### src/rtl/sev_pkg.sv
package sev_pkg;
  localparam int unsigned BYTES_PER_SPR = 4;
  localparam int unsigned BYTE_W        = 8;
  localparam logic [7:0]  ATTR_KEEP     = 8'hE3;
  localparam logic [7:0]  FILL_BYTE     = 8'hFF;
  localparam int unsigned SHORT_H       = 8;
  localparam int unsigned TALL_H        = 16;

  typedef enum logic [2:0] {
    ST_IDLE  = 3'd0,
    ST_CLEAR = 3'd1,
    ST_FETCH = 3'd2,
    ST_TEST  = 3'd3,
    ST_COPY  = 3'd4,
    ST_DONE  = 3'd5
  } sev_state_e;
endpackage

### src/rtl/sev_reset_sync.sv
module sev_reset_sync #(
  parameter int unsigned STAGES = 2
) (
  input  logic clk,
  input  logic rst_n,
  output logic rst_sync_n
);
  logic [STAGES-1:0] chain_q;

  always_ff @(posedge clk or negedge rst_n) begin
    if (!rst_n) chain_q <= '0;
    else        chain_q <= {chain_q[STAGES-2:0], 1'b1};
  end

  assign rst_sync_n = chain_q[STAGES-1];
endmodule

### src/rtl/sev_range_check.sv
module sev_range_check #(
  parameter int unsigned LINE_W = 8
) (
  input  logic [LINE_W-1:0] line_num,
  input  logic [LINE_W-1:0] top_y,
  input  logic              tall,
  output logic              in_range
);
  import sev_pkg::*;

  logic [LINE_W:0] diff;
  logic [LINE_W:0] height;

  always_comb begin
    diff     = {1'b0, line_num} - {1'b0, top_y};
    height   = tall ? (LINE_W+1)'(TALL_H) : (LINE_W+1)'(SHORT_H);
    in_range = !diff[LINE_W] && (diff < height);
  end
endmodule

### src/rtl/sev_line_flags.sv
module sev_line_flags (
  input  logic clk,
  input  logic rst_n,
  input  logic line_end,
  input  logic next_flag,
  output logic cur_flag
);
  logic cur_q;
  logic cur_d;

  always_comb begin
    cur_d = cur_q;
    if (line_end) cur_d = next_flag;
  end

  always_ff @(posedge clk or negedge rst_n) begin
    if (!rst_n) cur_q <= 1'b0;
    else        cur_q <= cur_d;
  end

  assign cur_flag = cur_q;
endmodule

### src/rtl/sev_sequencer.sv
module sev_sequencer #(
  parameter int unsigned NUM_SPR = 64,
  parameter int unsigned SLOTS   = 8,
  parameter int unsigned LINE_W  = 8,
  localparam int unsigned IDX_W  = $clog2(NUM_SPR),
  localparam int unsigned SLOT_W = $clog2(SLOTS),
  localparam int unsigned PRI_AW = IDX_W + 2,
  localparam int unsigned SEC_AW = SLOT_W + 2,
  localparam int unsigned CNT_W  = SLOT_W + 1
) (
  input  logic              clk,
  input  logic              rst_n,
  input  logic              eval_start,
  input  logic [LINE_W-1:0] eval_line,
  input  logic              tall_mode,
  output logic [PRI_AW-1:0] pri_addr,
  input  logic [7:0]        pri_rdata,
  output logic              sec_we,
  output logic [SEC_AW-1:0] sec_addr,
  output logic [7:0]        sec_wdata,
  output logic [CNT_W-1:0]  found_cnt,
  output logic              spr0_found,
  output logic              done
);
  import sev_pkg::*;

  localparam logic [SEC_AW-1:0] LAST_SEC = SEC_AW'(SLOTS*BYTES_PER_SPR - 1);
  localparam logic [IDX_W-1:0]  LAST_IDX = IDX_W'(NUM_SPR - 1);
  localparam logic [CNT_W-1:0]  LAST_SLT = CNT_W'(SLOTS - 1);

  sev_state_e        state_q, state_d;
  logic [SEC_AW-1:0] ptr_q, ptr_d;
  logic [IDX_W-1:0]  idx_q, idx_d;
  logic [1:0]        byte_q, byte_d;
  logic [CNT_W-1:0]  slot_q, slot_d;
  logic              s0_q, s0_d;
  logic [LINE_W-1:0] line_q, line_d;
  logic              tall_q, tall_d;
  logic              hit;

  sev_range_check #(.LINE_W(LINE_W)) u_range (
    .line_num (line_q),
    .top_y    (pri_rdata[LINE_W-1:0]),
    .tall     (tall_q),
    .in_range (hit)
  );

  always_comb begin
    state_d   = state_q;
    ptr_d     = ptr_q;
    idx_d     = idx_q;
    byte_d    = byte_q;
    slot_d    = slot_q;
    s0_d      = s0_q;
    line_d    = line_q;
    tall_d    = tall_q;
    sec_we    = 1'b0;
    sec_addr  = '0;
    sec_wdata = '0;
    pri_addr  = {idx_q, 2'b00};
    if (eval_start) begin
      state_d = ST_CLEAR;
      ptr_d   = '0;
      idx_d   = '0;
      byte_d  = '0;
      slot_d  = '0;
      s0_d    = 1'b0;
      line_d  = eval_line;
      tall_d  = tall_mode;
    end else begin
      case (state_q)
        ST_CLEAR: begin
          sec_we    = 1'b1;
          sec_addr  = ptr_q;
          sec_wdata = FILL_BYTE;
          ptr_d     = ptr_q + 1'b1;
          if (ptr_q == LAST_SEC) begin
            state_d = ST_FETCH;
            idx_d   = '0;
          end
        end
        ST_FETCH: begin
          state_d = ST_TEST;
        end
        ST_TEST: begin
          if (hit) begin
            sec_we    = 1'b1;
            sec_addr  = {slot_q[SLOT_W-1:0], 2'b00};
            sec_wdata = pri_rdata;
            pri_addr  = {idx_q, 2'b01};
            byte_d    = 2'd1;
            state_d   = ST_COPY;
            if (idx_q == '0) s0_d = 1'b1;
          end else if (idx_q == LAST_IDX) begin
            state_d = ST_DONE;
          end else begin
            idx_d   = idx_q + 1'b1;
            state_d = ST_FETCH;
          end
        end
        ST_COPY: begin
          sec_we    = 1'b1;
          sec_addr  = {slot_q[SLOT_W-1:0], byte_q};
          sec_wdata = (byte_q == 2'd2) ? (pri_rdata & ATTR_KEEP) : pri_rdata;
          if (byte_q != 2'd3) begin
            pri_addr = {idx_q, byte_q + 2'd1};
            byte_d   = byte_q + 2'd1;
          end else begin
            slot_d = slot_q + 1'b1;
            byte_d = 2'd0;
            if (slot_q == LAST_SLT || idx_q == LAST_IDX) begin
              state_d = ST_DONE;
            end else begin
              idx_d   = idx_q + 1'b1;
              state_d = ST_FETCH;
            end
          end
        end
        default: ;
      endcase
    end
  end

  always_ff @(posedge clk or negedge rst_n) begin
    if (!rst_n) begin
      state_q <= ST_IDLE;
      ptr_q   <= '0;
      idx_q   <= '0;
      byte_q  <= '0;
      slot_q  <= '0;
      s0_q    <= 1'b0;
      line_q  <= '0;
      tall_q  <= 1'b0;
    end else begin
      state_q <= state_d;
      ptr_q   <= ptr_d;
      idx_q   <= idx_d;
      byte_q  <= byte_d;
      slot_q  <= slot_d;
      s0_q    <= s0_d;
      line_q  <= line_d;
      tall_q  <= tall_d;
    end
  end

  assign found_cnt  = slot_q;
  assign spr0_found = s0_q;
  assign done       = (state_q == ST_DONE);
endmodule

### src/rtl/sprite_eval_unit.sv
module sprite_eval_unit #(
  parameter int unsigned NUM_SPR = 64,
  parameter int unsigned SLOTS   = 8,
  parameter int unsigned LINE_W  = 8,
  localparam int unsigned PRI_AW = $clog2(NUM_SPR) + 2,
  localparam int unsigned SEC_AW = $clog2(SLOTS) + 2,
  localparam int unsigned CNT_W  = $clog2(SLOTS) + 1
) (
  input  logic              clk,
  input  logic              rst_n,
  input  logic              eval_start,
  input  logic [LINE_W-1:0] eval_line,
  input  logic              tall_mode,
  input  logic              line_end,
  output logic [PRI_AW-1:0] pri_addr,
  input  logic [7:0]        pri_rdata,
  output logic              sec_we,
  output logic [SEC_AW-1:0] sec_addr,
  output logic [7:0]        sec_wdata,
  output logic [CNT_W-1:0]  spr_count,
  output logic              spr0_next,
  output logic              spr0_cur,
  output logic              eval_done
);
  logic rst_sync_n;

  sev_reset_sync #(.STAGES(2)) u_rst (
    .clk        (clk),
    .rst_n      (rst_n),
    .rst_sync_n (rst_sync_n)
  );

  sev_sequencer #(
    .NUM_SPR (NUM_SPR),
    .SLOTS   (SLOTS),
    .LINE_W  (LINE_W)
  ) u_seq (
    .clk        (clk),
    .rst_n      (rst_sync_n),
    .eval_start (eval_start),
    .eval_line  (eval_line),
    .tall_mode  (tall_mode),
    .pri_addr   (pri_addr),
    .pri_rdata  (pri_rdata),
    .sec_we     (sec_we),
    .sec_addr   (sec_addr),
    .sec_wdata  (sec_wdata),
    .found_cnt  (spr_count),
    .spr0_found (spr0_next),
    .done       (eval_done)
  );

  sev_line_flags u_flags (
    .clk       (clk),
    .rst_n     (rst_sync_n),
    .line_end  (line_end),
    .next_flag (spr0_next),
    .cur_flag  (spr0_cur)
  );
endmodule

### config.mk
export PLATFORM = sky130hd
export DESIGN_NAME = sprite_eval_unit
export DESIGN_NICKNAME = d
export VERILOG_FILES = /design/src/rtl/sev_pkg.sv /design/src/rtl/sev_reset_sync.sv /design/src/rtl/sev_range_check.sv /design/src/rtl/sev_line_flags.sv /design/src/rtl/sev_sequencer.sv /design/src/rtl/sprite_eval_unit.sv
export SDC_FILE = /design/constraint.sdc
export NUM_CORES = 1
export LEC_CHECK = 0
export BUFFER_PORTS_ARGS = -buffer_cell sky130_fd_sc_hd__buf_2
export CAP_MARGIN = 20
export CORE_UTILIZATION = 49
export CTS_CLUSTER_SIZE = 20
export DETAILED_ROUTE_END_ITERATION = 16
export GPL_TIMING_DRIVEN = 1
export PLACE_DENSITY = 0.85
export SKIP_LAST_GASP = 1
export SLEW_MARGIN = 15
export SYNTH_ARGS = -nofsm -noshare
export SYNTH_HDL_FRONTEND = slang
export SYNTH_SLANG_ARGS = --single-unit
### constraint.sdc
create_clock -name clk -period 3.32 [get_ports clk]
set_input_delay 0.166 -clock clk [delete_from_list [all_inputs] [get_ports clk]]
set_output_delay 0.166 -clock clk [all_outputs]
set_load 0.05 [all_outputs]
==> results of run 1 <==
## stage by stage
stage | setup slack (ns) | hold WS (ns) | instances | power [mW] | instance area [um^2]
after detailed placement | -0.2200 | -0.04351 | 343 | 0.8823 | 2645
after global placement | -0.09665 | -0.04857 | 343 | 0.8667 | 2645
after global routing | -0.4836 | 0.1053 | 358 | 1.413 | 2983
final | -0.3350 | 0.1058 | 358 | 1.352 | 2983
after floorplan | -0.08461 | -0.1296 | 240 | 0.7716 | 2285
after CTS | -0.3065 | 0.1041 | 354 | 1.318 | 2912
## repair_timing
action | CTS | global route
setup endpoints to repair | 19 | 22
buffers inserted | 2 | 5
resized for setup | 33 | 9
pin swaps | 6 | 5
endpoints found under the hold margin | 2 | 0
hold buffers | 1 | 0
## worst max-delay path by stage
stage,cells after the start,to,start
3_3_place_gp,12,sec_wdata[1],u_seq.line_q[1]$_DFFE_PN0P_
2_1_floorplan,11,sec_wdata[0],u_seq.line_q[1]$_DFFE_PN0P_
3_5_place_dp,13,sec_wdata[0],u_seq.line_q[2]$_DFFE_PN0P_
5_1_grt,14,sec_addr[4],u_seq.line_q[2]$_DFFE_PN0P_
6_report,12,sec_wdata[0],u_seq.line_q[2]$_DFFE_PN0P_
4_1_cts,13,sec_addr[3],u_seq.line_q[1]$_DFFE_PN0P_
## state kept, by name (all words and copies together), names as in the netlist
register	flops
u_seq.state_q	3
u_seq.tall_q	1
u_seq.byte_q	2
u_seq.idx_q	6
u_seq.found_cnt	4
u_seq.spr0_found	1
u_flags.cur_flag	1
u_seq.line_q	8
u_seq.ptr_q	5
u_rst.chain_q	2
## per-layer routing
metal | part of all wire [%] | vias to the layer above | GRT usage (%)
met1 | 44 | 1002 | 34.99
met2 | 49 | 76 | 42.84
met3 | 5.2 | 19 | 5.592
li1 | - | 978 | -
met4 | 2.6 | 0 | 13.01
met5 | 0 | - | 0
## cell usage after synthesis (all sizes together) (2+ instances only)
cell type,instances
nor2,37
dfrtp,33
inv,18
nand2,16
ha,15
a21oi,14
mux2,10
o21a,8
a22o,7
clkbuf,6
nor2b,6
xor2,6
and3,5
mux2i,5
o21ai,5
nand2b,4
nand4,4
o221ai,4
buf,3
nand3,3
o211ai,3
a22oi,2
a31oi,2
and2,2
nor4b,2
o31a,2
or3,2
xnor2,2
## layout by cell type, fill, tap and decap left out, drive strengths merged, types with 7 or more instances in the layout
cell type	instances
ha	15
nand2	16
nor2	37
mux2	10
inv	17
buf	68
a21oi	14
a22o	7
o21a	8
dfrtp	33
## power groups by stage
stage	clock (mW)	combinational (mW)	sequential, mW
CTS	0.408	0.448	0.462
global placement	0	0.400	0.467
finish	0.405	0.484	0.463
global route	0.426	0.521	0.467
detailed placement	0	0.413	0.469
floorplan	0	0.303	0.468
## layout make-up
class	instances	area share, %
timing repair buffer	69	16.57
tap	50	2.097
clock inverter	2	1.258
clock buffer	6	2.768
multi-input combinational	180	47.23
inverter	18	2.391
sequential	33	27.68
## kinds of logic (layout without fill, tap and decap cells)
family / Yosys count / in the layout / synth area share [%]
XOR/XNOR: 8 / 8 / 3.195
flip-flops: 33 / 33 / 37.65
AND/OR/NAND/NOR: 85 / 85 / 19.28
multiplexers: 15 / 15 / 7.416
buffers and inverters: 27 / 95 / 5.134
adder cells (fa/ha/maj): 15 / 15 / 8.557
other: 1 / 1 / 0.1710
AO/OA/AOI/OAI: 56 / 56 / 18.60
==> qor.yml, run 1 <==
r2r_setup_slack_ns: -0.24
avgSynthCellArea_um2: 9.139
place_congestion: 0.8842
fillers: 284
ir_drop_mv: 0.3568
rows: 23
synth.distinct_cells: 47
drtAntennaViolNets: 0
synth.top_cell.area_share_pct: 37.65
slew_headroom_pct: 42.94
drive_above_1_share_pct: 36.69
power.switching_mw: 0.4777
synth_area_um2: 2193
clock_power_share_pct: 30.0
finalSetupViolCount: 19
outcome: "complete, but fails checks"
synth_ff_type: "dfrtp_1"
async_flop_share_pct: 100.0
clk_path_buf_depth: 2
min_period_ns: 3.655
nets: 343
via_per_inst: 5.796
cap_violations: 0
final_max_slew_viol_count: 0
yosysWarnings: 0
reg2reg_from: "u_seq.line_q[2]$_DFFE_PN0P_"
comb_power_share_pct: 35.8
synth_fp_nets: 276
die_h_um: 68.91
core-area_um2: 4144
power-per-cell-area_nw_per_um2: 453.4
cp_cell_sequence: "ha_4, a2111oi_4, nor2_2, xor2_1, ha_2, or3_1, o32a_1, nor4b_4, a41oi_1, o31a_4, nor2_4, buf_6"
ios: 50
synth-seq-area-share_pct: 37.65
grt_pass1_wl_um: 9397
wl_um: 5742
netlist_instances: 240
tightest_slew_ns: 0.8560
synth-edff-count: 0
violations: "negative setup slack"
crit_type: "reg -> out"
dr.pass1.iters: 4
end_kind: "primary output"
min-delay-path-class: "in -> reg"
worst_r2r_path_depth: 14
startpoint_type: "register"
p_seq_share_pct: 34.3
antenna_found_initial: 0
hpwl_um: 4056
reg2reg_to: "u_seq.idx_q[0]$_DFFE_PN0P_"
die_area_um2: 4748
ys_seq_elements: 33
diodes: 0
cts_tree: "built"
grt_max_degree: 24
hold_start: "eval_line[5]"
clk_latency_ns: 0.30
cell_internal_pwr_mw: 0.8746
required_ns: 3.15
hold_viol: 0
finalCritPeriodShare_pct: 110.1
area.sequential_um2: 825.8
rsz0062_at_grt: "true"
cts.clk_slew.worst_paths_ns: 0.07
cts_root_buffer: "clkbuf_8"
grt_pass1_vias: 2042
grt-ovfl-total: 0
swShare_pct: 35.32
drt_iter0_markers: 181
grtUsageTotal_pct: 27.03
multi_input_area_um2: 1409
p_leak_nw: 1.457
route.detailed.drc: 0
critPathTopFamily: "compound AO/OA/AOI/OAI gates"
cts.sinks: 33
cp_data_arrival_time_ns: 3.49
skew_ns: 0.008882
htree_num_levels: 2
hold_path_end: "u_seq.line_q[5]$_DFFE_PN0P_"
syn_to_final_growth_pct: 36.00
max_stage_delay_ns: 0.42
cts-buffers-inserted: 5
wl_per_cell_um: 16.04
synth_top_area_cell: "dfrtp_1"
port-buffer-count: 49
final.setup.worst_slack_ns: -0.3350
timing.setup.tns_ns: -5.374
die_w_um: 68.91
final_util_pct: 71.98
clock.fmax_mhz: 273.6
critPathBufInv: 1
vias: 2075
whs_path_depth: 2
yosys-top-cells-area: "dfrtp_1 (38%), ha_1 (8.6%), nor2_1 (6.3%)"
initial_core_util_pct: 52.93
crit_slowest_cell: "dfrtp_1"
path_max_fanout: 6
No activity file was read; power rests on OpenSTA's default activity.
==> run 2: changes to the inputs <==
--- a/config.mk
+++ b/config.mk
@@ -11,9 +11,12 @@
 export CTS_CLUSTER_SIZE = 20
 export DETAILED_ROUTE_END_ITERATION = 16
 export GPL_TIMING_DRIVEN = 1
+export HOLD_SLACK_MARGIN = 0.08
 export PLACE_DENSITY = 0.85
+export RECOVER_POWER = 100
 export SKIP_LAST_GASP = 1
 export SLEW_MARGIN = 15
 export SYNTH_ARGS = -nofsm -noshare
 export SYNTH_HDL_FRONTEND = slang
+export SYNTH_HIERARCHICAL = 1
 export SYNTH_SLANG_ARGS = --single-unit
==> run 2 against run 1 <==
The flow finishes with violations (max-capacitance violations, max-slew violations). First-iteration DRC count fell by 21%. Core utilization is 9.3 points lower. Non-clock buffer count decreased by 15. Global-route usage down 3.6 points. Routed wire length decreased by 2.4%. Register-to-register slack better by 0.33 ns. Sequential power fell by 1%. Clock skew up 0.0014 ns.
==> qor.yml, run 2 <==
outcome: "complete, but fails checks"  # unchanged
violations: "max-capacitance violations, max-slew violations"  # was negative setup slack
startpoint_type: "register"  # unchanged
slew_headroom_pct: -12.49  # was 42.94%
fin_area_um2: 2750  # was 2983 um^2
ir_drop_mv: 0.2173  # was 0.3568 mV
finalCritPeriodShare_pct: 97.96  # was 110.1%
nets: 328  # was 343
drtAntennaViolNets: 0  # unchanged
path_max_fanout: 5  # was 6
place_congestion: 0.9111  # was 0.8842
cts_root_buffer: "clkbuf_8"  # unchanged
cts.sinks: 33  # unchanged
min_period_ns: 3.252  # was 3.655 ns
area.sequential_um2: 825.8  # unchanged
rsz0062_at_grt: "true"  # unchanged
synth_top_area_cell: "dfrtp_1"  # unchanged
dr.pass1.iters: 6  # was 4
die_area_um2: 4837  # was 4748 um^2
ys_seq_elements: 33  # unchanged
avgSynthCellArea_um2: 9.316  # was 9.139 um^2
drt_iter0_markers: 143  # was 181
p_leak_nw: 1.241  # was 1.457 nW
layout_commonest_cell: "dfrtp_1"  # was buf_2
die_h_um: 69.55  # was 68.91 um
max_stage_delay_ns: 0.41  # was 0.42 ns
total_power_mw: 1.191  # was 1.352 mW
synth_common_cells: "dfrtp_1 (33), nor2_1 (28), nand2_1 (18)"  # was nor2_1 (37), dfrtp_1 (33), inv_1 (18)
grt_max_degree: 33  # was 24
core-area_um2: 4384  # was 4144 um^2
critPathBufInv: 1  # unchanged
reg2reg_from: "u_seq/line_q[3]$_DFFE_PN0P_"  # was u_seq.line_q[2]$_DFFE_PN0P_
place_inst: 333  # was 343
largest-register: "u_seq/line_q"  # was u_seq.line_q
wl_um: 5602  # was 5742 um
mostFrequentLayoutCells: "dfrtp_1 (33), nor2_1 (28), buf_2 (23)"  # was buf_2 (36), dfrtp_1 (33), nor2_1 (30)
fillers: 378  # was 284
end_kind: "primary output"  # unchanged
yosys-top-cells-area: "dfrtp_1 (37%), ha_1 (8.4%), mux2_2 (5.0%)"  # was dfrtp_1 (38%), ha_1 (8.6%), nor2_1 (6.3%)
reg_top3: "u_seq/line_q x8, u_seq/idx_q x6, u_seq/ptr_q x5"  # was u_seq.line_q x8, u_seq.idx_q x6, u_seq.ptr_q x5
largest_reg_flops: 8  # unchanged
holdWs_ns: 0.09945  # was 0.1058 ns
ios: 50  # unchanged
reg2reg_to: "u_seq/idx_q[4]$_DFFE_PN0P_"  # was u_seq.idx_q[0]$_DFFE_PN0P_
via_per_inst: 5.867  # was 5.796
antenna_found_initial: 0  # unchanged
async_flop_share_pct: 100.0  # unchanged
skew_ns: 0.01024  # was 0.008882 ns
synth.top_cell.area_share_pct: 36.93  # was 37.65%
min-delay-path-class: "in -> reg"  # unchanged
synth_most_common_cell: "dfrtp_1"  # was nor2_1
required_ns: 3.15  # about the same
synth.distinct_cells: 60  # was 47
tightest_slew_ns: 1.687  # was 0.8560 ns
synth_fp_nets: 276  # unchanged
worst_r2r_path_depth: 14  # unchanged
synth_ff_type: "dfrtp_1"  # unchanged
whs_path_depth: 2  # unchanged
synth-seq-area-share_pct: 36.93  # was 37.65%
multi_input_area_um2: 1381  # was 1409 um^2
syn_to_final_growth_pct: 23.00  # was 36.00%
grt_pass1_vias: 1923  # was 2042
cts-buffers-inserted: 5  # unchanged
cp_cell_sequence: "ha_4, o21ai_1, nand2b_1, nand2_1, xnor2_1, ha_2, a32o_1, nor4_4, nand2_2, nand2_2, a22oi_1, nor2_1, buf_6"  # was ha_4, a2111oi_4, nor2_2, xor2_1, ha_2, or3_1, o32a_1, nor4b_4, a41oi_1, o31a_4, nor2_4, buf_6
vias: 2024  # was 2075
die_w_um: 69.55  # was 68.91 um
route.detailed.drc: 0  # unchanged
cts.clk_slew.worst_paths_ns: 0.08  # was 0.07 ns
cp_data_arrival_time_ns: 3.09  # was 3.49 ns
cts_tree: "built"  # unchanged
rows: 24  # was 23
grt_pass1_wl_um: 9039  # was 9397 um
clk_latency_ns: 0.29  # was 0.30 ns
initial_core_util_pct: 51.00  # was 52.93%
crit_top_cell: "nand2_2"
critPathTopFamily: "simple AND/OR/NAND/NOR gates"  # was compound AO/OA/AOI/OAI gates
cap_violations: 2  # was 0
hpwl_um: 3625  # was 4056 um
power-per-cell-area_nw_per_um2: 433.1  # was 453.4 nW/um^2
netlist_instances: 240  # unchanged
crit_type: "reg -> out"  # unchanged
grt-ovfl-total: 0  # unchanged
final_max_slew_viol_count: 65  # was 0
diodes: 0  # unchanged
hold_start: "tall_mode"  # was eval_line[5]
wl_per_cell_um: 16.24  # was 16.04 um
htree_num_levels: 2  # unchanged
crit_slowest_cell: "dfrtp_1"  # unchanged
port-buffer-count: 49  # unchanged
clock.fmax_mhz: 307.5  # was 273.6 MHz
synth-edff-count: 0  # unchanged
finalNonFillerCells: 345  # was 358
hold_path_end: "u_seq/tall_q$_DFFE_PN0P_"  # was u_seq.line_q[5]$_DFFE_PN0P_
yosysWarnings: 6  # was 0
grtUsageTotal_pct: 23.46  # was 27.03%
finalSetupViolCount: 0  # was 19
synth_area_um2: 2236  # was 2193 um^2
drive_above_1_share_pct: 27.30  # was 36.69%
place_area_um2: 2507  # was 2645 um^2
r2r_setup_slack_ns: 0.09  # was -0.24 ns
hold_viol: 0  # unchanged
clk_path_buf_depth: 2  # unchanged
-- run 2: cell count changes after synthesis, moves of 4 or more --
cell      change
a22o_1        -7
nor2_1        -9
o21ai_0       +7
o21ai_1       +4
nor2b_1       -5
o221ai_1      -4
-- run 2: repair_timing --
item                                   4_1_cts  5_1_grt
setup endpoints to repair                   12       14
gates resized for setup                     14       18
pin swaps                                    2        5
setup buffers                                1        2
endpoints found under the hold margin        2        0
hold buffers                                 1        0
-- run 2: area by class of cell --
type,count,area share [%]
multi-input cells,182,50.23
flip-flops and latches,33,30.03
repair buffers,54,11.51
clock buffers,7,3.503
well taps,52,2.366
inverters,16,2.184
clock inverters,1,0.1820
-- run 2: through the flow --
step	setup WS, ns	utilization (%)	TNS [ns]
2_1_floorplan	0.05201	-	0
3_3_place_gp	0.2437	57.19	0
3_5_place_dp	0.1283	57.19	0
4_1_cts	0.02614	60.79	0
5_1_grt	-0.06895	62.73	-0.4627
6_report	0.06757	62.73	0
-- run 2: cell families (layout without fill, tap and decap cells) --
| kind of cell | Yosys count | in the layout | share of synthesized area, % |
|---|---|---|---|
| XOR/XNOR | 9 | 9 | 3.525 |
| AND/OR/NAND/NOR | 81 | 81 | 19.87 |
| multiplexers | 14 | 14 | 7.275 |
| other | 1 | 1 | 0.1677 |
| adder cells (fa/ha/maj) | 15 | 15 | 8.394 |
| buffers and inverters | 25 | 78 | 4.924 |
| flip-flops | 33 | 33 | 36.93 |
| AO/OA/AOI/OAI | 62 | 62 | 18.92 |
-- run 2: per-layer routing --
layer / up-vias / global-route usage, % / share of wire, %
met5: - / 0 / 0
met4: 0 / 8.844 / 1.8
met3: 12 / 4.215 / 5.2
met2: 69 / 37.97 / 50
met1: 973 / 31.30 / 43
li1: 970 / - / -
-- run 2: worst max-delay path by stage --
stage / start / to / slack [ns] / cells after the start
after floorplan: u_seq/line_q[1]$_DFFE_PN0P_ / sec_wdata[0] / 0.05 / 12
after global placement: u_seq/line_q[1]$_DFFE_PN0P_ / sec_wdata[2] / 0.24 / 14
after detailed placement: u_seq/line_q[1]$_DFFE_PN0P_ / sec_wdata[3] / 0.13 / 14
after CTS: u_seq/line_q[2]$_DFFE_PN0P_ / sec_wdata[0] / 0.03 / 12
after global routing: u_seq/line_q[2]$_DFFE_PN0P_ / sec_wdata[4] / -0.07 / 13
final: u_seq/line_q[3]$_DFFE_PN0P_ / sec_addr[3] / 0.07 / 13
-- run 2: worst register-to-register path: stages (launching register included) --
cell      delay (ns)
dfrtp_1         0.41
ha_4            0.29
o21ai_1         0.06
nand2b_1        0.17
nand2_1         0.10
xnor2_1         0.15
ha_2            0.31
a32o_1          0.27
nor4_4          0.27
buf_4           0.19
and4b_1         0.25
nor2_1          0.06
nand4b_1        0.28
nor2_1          0.06
mux2_2          0.26
-- run 2: report_power, final --
| part | leakage, nW | internal, mW | switching (mW) |
|---|---|---|---|
| Combinational | 0.758 | 0.150 | 0.242 |
| Sequential | 0.429 | 0.426 | 0.0305 |
| Clock | 0.0542 | 0.187 | 0.155 |
| Total | 1.24 | 0.764 | 0.427 |
